$ cat src/rtl/addr_filter_pkg.sv
package addr_filter_pkg;
  localparam int ENTRIES   = 16;
  localparam int IDX_W     = $clog2(ENTRIES);
  localparam int WORD_W    = 16;
  localparam int ADDR_W    = 48;
  localparam int WORDS     = ADDR_W / WORD_W;

  typedef struct packed {
    logic              loadEn;
    logic [IDX_W-1:0]  loadIdx;
    logic              maskEn;
    logic              lookupEn;
  } ctrlStrobes_t;

  typedef struct packed {
    logic accept;
    logic isMc;
    logic isBc;
  } decision_t;
endpackage

$ cat src/rtl/addr_filter_ctrl.sv
module addr_filter_ctrl
  import addr_filter_pkg::*;
(
  input  logic             clk,
  input  logic             rstN,
  input  logic             loadStrobe,
  input  logic [IDX_W-1:0] loadIndex,
  input  logic             maskStrobe,
  input  logic             lookupStrobe,
  output ctrlStrobes_t     strobes,
  output logic             resultValid
);
  always_comb begin
    strobes.loadEn   = loadStrobe;
    strobes.loadIdx  = loadIndex;
    strobes.maskEn   = maskStrobe;
    strobes.lookupEn = lookupStrobe;
  end

  always_ff @(posedge clk or negedge rstN) begin
    if (!rstN) resultValid <= 1'b0;
    else       resultValid <= lookupStrobe;
  end

  assert_valid_follows_R2: assert property (@(posedge clk) disable iff (!rstN)
    lookupStrobe |=> resultValid);
  assert_valid_only_after_R2: assert property (@(posedge clk) disable iff (!rstN)
    !lookupStrobe |=> !resultValid);
endmodule

$ cat src/rtl/addr_filter_dp.sv
module addr_filter_dp
  import addr_filter_pkg::*;
(
  input  logic                 clk,
  input  logic                 rstN,
  input  ctrlStrobes_t         strobes,
  input  logic [WORD_W-1:0]    loadWord0,
  input  logic [WORD_W-1:0]    loadWord1,
  input  logic [WORD_W-1:0]    loadWord2,
  input  logic [ENTRIES-1:0]   maskData,
  input  logic                 modeUnicastAll,
  input  logic                 modeMulticastAll,
  input  logic                 modeBroadcast,
  input  logic [ADDR_W-1:0]    lookupAddr,
  input  logic                 ctrlInReset,
  input  logic [IDX_W-1:0]     viewPtr,
  output decision_t            decision,
  output logic [WORD_W-1:0]    viewWord0,
  output logic [WORD_W-1:0]    viewWord1,
  output logic [WORD_W-1:0]    viewWord2
);
  logic [ADDR_W-1:0]  table_q [ENTRIES];
  logic [ENTRIES-1:0] enMask_q;
  logic [ENTRIES-1:0] hitVec;
  logic [ADDR_W-1:0]  loadAddr;
  decision_t          decisionNext;

  // Word k low byte is address byte 2k (earlier on wire, higher in vector).
  always_comb begin
    loadAddr = {loadWord0[7:0], loadWord0[15:8],
                loadWord1[7:0], loadWord1[15:8],
                loadWord2[7:0], loadWord2[15:8]};
  end

  genvar gi;
  generate
    for (gi = 0; gi < ENTRIES; gi++) begin : g_slot
      always_ff @(posedge clk or negedge rstN) begin
        if (!rstN) table_q[gi] <= '0;
        else if (strobes.loadEn && strobes.loadIdx == IDX_W'(gi))
          table_q[gi] <= loadAddr;
      end
      assign hitVec[gi] = enMask_q[gi] && (table_q[gi] == lookupAddr);
    end
  endgenerate

  always_ff @(posedge clk or negedge rstN) begin
    if (!rstN) enMask_q <= '0;
    else if (strobes.maskEn) enMask_q <= maskData;
  end

  logic groupBit, allOnes;
  assign groupBit = lookupAddr[ADDR_W-8];
  assign allOnes  = &lookupAddr;

  always_comb begin
    decisionNext = '0;
    if (modeUnicastAll && !groupBit) begin
      decisionNext.accept = 1'b1;
    end else if (modeMulticastAll && groupBit) begin
      decisionNext.accept = 1'b1;
      decisionNext.isMc   = 1'b1;
    end else if (modeBroadcast && allOnes) begin
      decisionNext.accept = 1'b1;
      decisionNext.isBc   = 1'b1;
    end else if (|hitVec) begin
      decisionNext.accept = 1'b1;
    end
  end

  always_ff @(posedge clk or negedge rstN) begin
    if (!rstN) decision <= '0;
    else if (strobes.lookupEn) decision <= decisionNext;
  end

  logic [ADDR_W-1:0] viewAddr;
  assign viewAddr = table_q[viewPtr];
  always_comb begin
    if (ctrlInReset) begin
      viewWord0 = {viewAddr[39:32], viewAddr[47:40]};
      viewWord1 = {viewAddr[23:16], viewAddr[31:24]};
      viewWord2 = {viewAddr[7:0],   viewAddr[15:8]};
    end else begin
      viewWord0 = '0;
      viewWord1 = '0;
      viewWord2 = '0;
    end
  end

  assert_flags_exclusive_R5: assert property (@(posedge clk) disable iff (!rstN)
    !(decision.isMc && decision.isBc));
  assert_flags_need_accept_R8: assert property (@(posedge clk) disable iff (!rstN)
    (decision.isMc || decision.isBc) |-> decision.accept);
  assert_view_gated_R9: assert property (@(posedge clk) disable iff (!rstN)
    !ctrlInReset |-> (viewWord0 == '0 && viewWord1 == '0 && viewWord2 == '0));
  assert_mc_tag_R4: assert property (@(posedge clk) disable iff (!rstN)
    (strobes.lookupEn && modeMulticastAll && groupBit) |=> (decision.accept && decision.isMc));
  assert_uc_all_R3: assert property (@(posedge clk) disable iff (!rstN)
    (strobes.lookupEn && modeUnicastAll && !groupBit) |=> (decision.accept && !decision.isMc && !decision.isBc));
endmodule

$ cat src/rtl/addr_filter.sv
module addr_filter
  import addr_filter_pkg::*;
(
  input  logic        clk,
  input  logic        rstN,
  input  logic        loadStrobe,
  input  logic [3:0]  loadIndex,
  input  logic [15:0] loadWord0,
  input  logic [15:0] loadWord1,
  input  logic [15:0] loadWord2,
  input  logic        maskStrobe,
  input  logic [15:0] maskData,
  input  logic        modeUnicastAll,
  input  logic        modeMulticastAll,
  input  logic        modeBroadcast,
  input  logic        lookupStrobe,
  input  logic [47:0] lookupAddr,
  output logic        resultValid,
  output logic        accept,
  output logic        isMulticast,
  output logic        isBroadcast,
  input  logic        ctrlInReset,
  input  logic [3:0]  viewPtr,
  output logic [15:0] viewWord0,
  output logic [15:0] viewWord1,
  output logic [15:0] viewWord2
);
  ctrlStrobes_t strobes;
  decision_t    decision;

  addr_filter_ctrl u_ctrl (
    .clk(clk), .rstN(rstN), .loadStrobe(loadStrobe), .loadIndex(loadIndex),
    .maskStrobe(maskStrobe), .lookupStrobe(lookupStrobe),
    .strobes(strobes), .resultValid(resultValid)
  );

  addr_filter_dp u_dp (
    .clk(clk), .rstN(rstN), .strobes(strobes),
    .loadWord0(loadWord0), .loadWord1(loadWord1), .loadWord2(loadWord2),
    .maskData(maskData), .modeUnicastAll(modeUnicastAll),
    .modeMulticastAll(modeMulticastAll), .modeBroadcast(modeBroadcast),
    .lookupAddr(lookupAddr), .ctrlInReset(ctrlInReset), .viewPtr(viewPtr),
    .decision(decision), .viewWord0(viewWord0), .viewWord1(viewWord1),
    .viewWord2(viewWord2)
  );

  assign accept      = decision.accept;
  assign isMulticast = decision.isMc;
  assign isBroadcast = decision.isBc;
endmodule

$ cat config.mk
export PLATFORM = sky130hd
export DESIGN_NAME = addr_filter
export DESIGN_NICKNAME = d
export VERILOG_FILES = /design/src/rtl/addr_filter_pkg.sv /design/src/rtl/addr_filter_ctrl.sv /design/src/rtl/addr_filter_dp.sv /design/src/rtl/addr_filter.sv
export SDC_FILE = /design/constraint.sdc
export NUM_CORES = 2
export LEC_CHECK = 0
export BUFFER_PORTS_ARGS = -buffer_cell sky130_fd_sc_hd__buf_2
export CAP_MARGIN = 30
export CELL_PAD_IN_SITES_DETAIL_PLACEMENT = 1
export CELL_PAD_IN_SITES_GLOBAL_PLACEMENT = 1
export CORE_ASPECT_RATIO = 1.25
export CORE_MARGIN = 8
export CORE_UTILIZATION = 36
export DETAILED_ROUTE_END_ITERATION = 10
export PLACE_DENSITY = 0.61
export SKIP_CTS_REPAIR_TIMING = 1
export SYNTH_ARGS = -nofsm -noshare
export SYNTH_HDL_FRONTEND = slang
export SYNTH_SLANG_ARGS = --single-unit
$ cat constraint.sdc
create_clock -name clk -period 3.6 [get_ports clk]
set_input_delay 1.08 -clock clk [delete_from_list [all_inputs] [get_ports clk]]
set_output_delay 1.08 -clock clk [all_outputs]
set_load 0.05 [all_outputs]
==> results by group <==
Layout
  • Synthesis-to-layout area growth: 25.6%
  • Share of layout cells above drive strength 1: 0.326
  • Fill cell count: 12460
  • Final #Nets: 4039

Detailed routing
  • TritonRoute pass-1 iters: 5
  • Avg WL per Cell: 43.1 um
  • Starting DRT DRC Count: 4154
  • WL final: 241000 um
  • Drc violations: 0
  • Vias: 34157
  • Vias/cell: 6.10
  • Final ANT Viol Nets: 0

Yosys
  • Post-synthesis sequential element count: 788
  • Top_reg_cell synth: dfrtp_1
  • Synthesized area per cell: 13.5 sq um
  • Register area share after synthesis: 0.445
  • Post-Synth Adder-Cell Area: 0
  • Most common cell in the netlist: dfrtp_1
  • Main area contributors after synthesis: dfrtp_1 (44%), mux2_1 (19%), mux4_2 (12%)
  • Mapped cell area: 44300 sq um
  • Synth Area in XOR/XNOR: 0.141
  • Synth unique cells: 43
  • Yosys warns: 0
  • Mux cell area share after synthesis: 0.318
  • Syn Nets: 3413
  • Top-area cell type share of the netlist area: 0.445
  • Most instantiated cells after synthesis: dfrtp_1 (788), mux2_1 (755), xor2_1 (365)
  • Number of enable flip-flop cells after synthesis: 0
  • Largest family of logic cells by synthesized area: multiplexers
  • Synth Area in Compound Gates: 0.0120
  • Mapped Cells: 3284
  • Async S/R FF share, synth: 1.00
  • Synth area leader: dfrtp_1
  • Post-synthesis simple-gate area fraction: 0.0499

CTS
  • CTS H-Tree Depth: 3
  • CTS tree: built
  • Clk_lat worst skew: 0.72 ns
  • CTS root buf: clkbuf_16
  • CTS Buffer Depth: 3
  • CTS clock-pin slew for the worst setup and hold paths: 0.06 ns
  • CTS Buf Count: 89
  • # clock sinks: 788

Floorplan
  • Initial Utilization: 0.361
  • Die Area: 135000 sq um
  • Die Y: 408 um
  • IO Pins: 181
  • Core Area: 123000 sq um
  • Die W: 330 um
  • Standard-cell row count: 144

Global routing
  • Initial antenna violation count: 25
  • Global route overflow: 0
  • Total GRT Usage: 0.350
  • Largest net degree at the start of global routing: 95
  • Wire length of the first global-routing pass: 321000 um
  • Vias in the first global route: 34740

Timing
  • Tmin final: 4.11 ns
  • Hold WS: 0.366 ns
  • RSZ-0062 raised after global routing: yes
  • # setup viols final: 48
  • Fin. Hold Viols: 0
  • Final setup margin: -0.509 ns
  • Worst slew margin: 0.343
  • Final period util: 1.14
  • Clock skew: 0.0309 ns
  • Fmax: 243 MHz
  • Final Max Slew Viols: 0
  • Least-Margin Pin Slew: 0.977 ns
  • Setup TNS: -21.33 ns

Power and ir drop
  • Leakage: 23.9 nW
  • Worst VDD drop: 0.409 mV
  • PD cells: 646 nW/um^2

Place
  • RePlAce Congestion: 1.10
  • Dpl hpwl: 184000 um
  • PortBufs: 180

Worst setup path
  • Critical path startpoint category: primary input
  • Worst Path Required: 2.52 ns
  • Critical Path End Type: output pin
  • Worst-path fanout max: 8
  • R2r worst-path depth: 10
  • Critical path class: primary input to output pin
  • Worst EP arrival: 3.03 ns

Status
  • Failing checks: setup timing
  • Status: complete, but fails checks

Flow run
  • Number of max-cap violations: 0

Min path
  • HP Class: primary input to async pin
## layout by cell type (no fill, tap or decap), types with 13 or more instances in the layout
master | Yosys | final
dfrtp_1 | 788 | 788
diode_2 | 0 | 17
and2_4 | 0 | 48
buf_6 | 19 | 49
nor4_1 | 116 | 116
inv_1 | 27 | 27
mux4_2 | 240 | 240
bufinv_16 | 0 | 15
clkbuf_8 | 0 | 18
xnor2_1 | 350 | 350
buf_12 | 0 | 59
clkbuf_16 | 0 | 102
buf_4 | 2 | 551
nand2_1 | 18 | 17
clkbuf_1 | 111 | 14
o22ai_1 | 19 | 19
mux2_2 | 16 | 16
buf_2 | 108 | 128
nand4_1 | 127 | 127
o21ai_1 | 13 | 13
nor3_1 | 16 | 16
mux2_1 | 755 | 755
xor2_1 | 365 | 365
nand3_1 | 13 | 13
## power breakdown
group / switching [mW] / total [mW] / leakage (nW) / internal (mW)
combinational: 6.82 / 12.2 / 12.7 / 5.35
clock: 4.11 / 10.2 / 1.57 / 6.06
sequential: 2.74 / 13.6 / 9.65 / 10.9
## final cells by class
class	count	area, sq um	share of cell area
antenna	17	42.5	0.000764
clock buffer	122	2550	0.0458
clock inverter	40	646	0.0116
inverter	38	143	0.00256
multi-input combinational	2174	23300	0.419
sequential	788	19700	0.354
tap	1606	2010	0.0361
timing repair buffer	819	7220	0.130
## worst max-delay path, cell delays in order
cell,delay (ns)
buf_16,0.15
clkbuf_16,0.23
buf_16,0.16
mux4_2,0.51
mux4_2,0.54
and2_4,0.19
buf_6,0.14
## routing by layer
layer,global-route usage,share of wire,vias to the layer above
met4,0.250,0.093,8
met3,0.0748,0.078,543
li1,-,-,13253
met1,0.442,0.39,18450
met5,0,0.00019,-
met2,0.531,0.44,1903
## sequential cells by signal, indices dropped and copies added (netlist names)
| name | count |
|---|---|
| u_dp.table_q | 768 |
| u_dp.enMask_q | 16 |
| u_dp.decision | 3 |
| u_ctrl.resultValid | 1 |
## through the flow
| stage | setup slack, ns | total power [mW] | instances | instance area [sq um] | utilization |
|---|---|---|---|---|---|
| final | -0.509 | 36.0 | 5604 | 55700 | 0.454 |
| after global placement | -0.553 | 25.0 | 5405 | 51600 | 0.420 |
| after detailed placement | -0.582 | 25.2 | 5405 | 51600 | 0.420 |
| after global routing | -0.516 | 36.6 | 5587 | 55600 | 0.453 |
| after CTS | -0.583 | 35.4 | 5567 | 54800 | 0.446 |
| after floorplan | -0.144 | 17.9 | 3284 | 44600 | - |
## worst paths after layout
kind / start / end / slack [ns]
max in group asynchronous: rstN / u_dp.table_q[443] / 2.22
worst max-delay path: viewPtr[0] / viewWord1[15] / -0.51
worst min-delay path: rstN / u_dp.table_q[257] / 0.37
min in group clk: u_dp.table_q[442] / u_dp.table_q[442] / 0.53
worst max register to register: u_dp.table_q[642] / u_dp.decision[2] / 0.65
worst min register to register: u_dp.table_q[442] / u_dp.table_q[442] / 0.53
## logic make-up (layout without fill, tap and decap cells)
group                  count (synthesis)  count (layout)
AO/OA/AOI/OAI                         76              76
XOR/XNOR                             715             715
buffers and inverters                322            1019
flip-flops                           788             788
multiplexers                        1012            1012
other                                  0              17
AND/OR/NAND/NOR                      371             371
(Power assumes the default switching activity.)
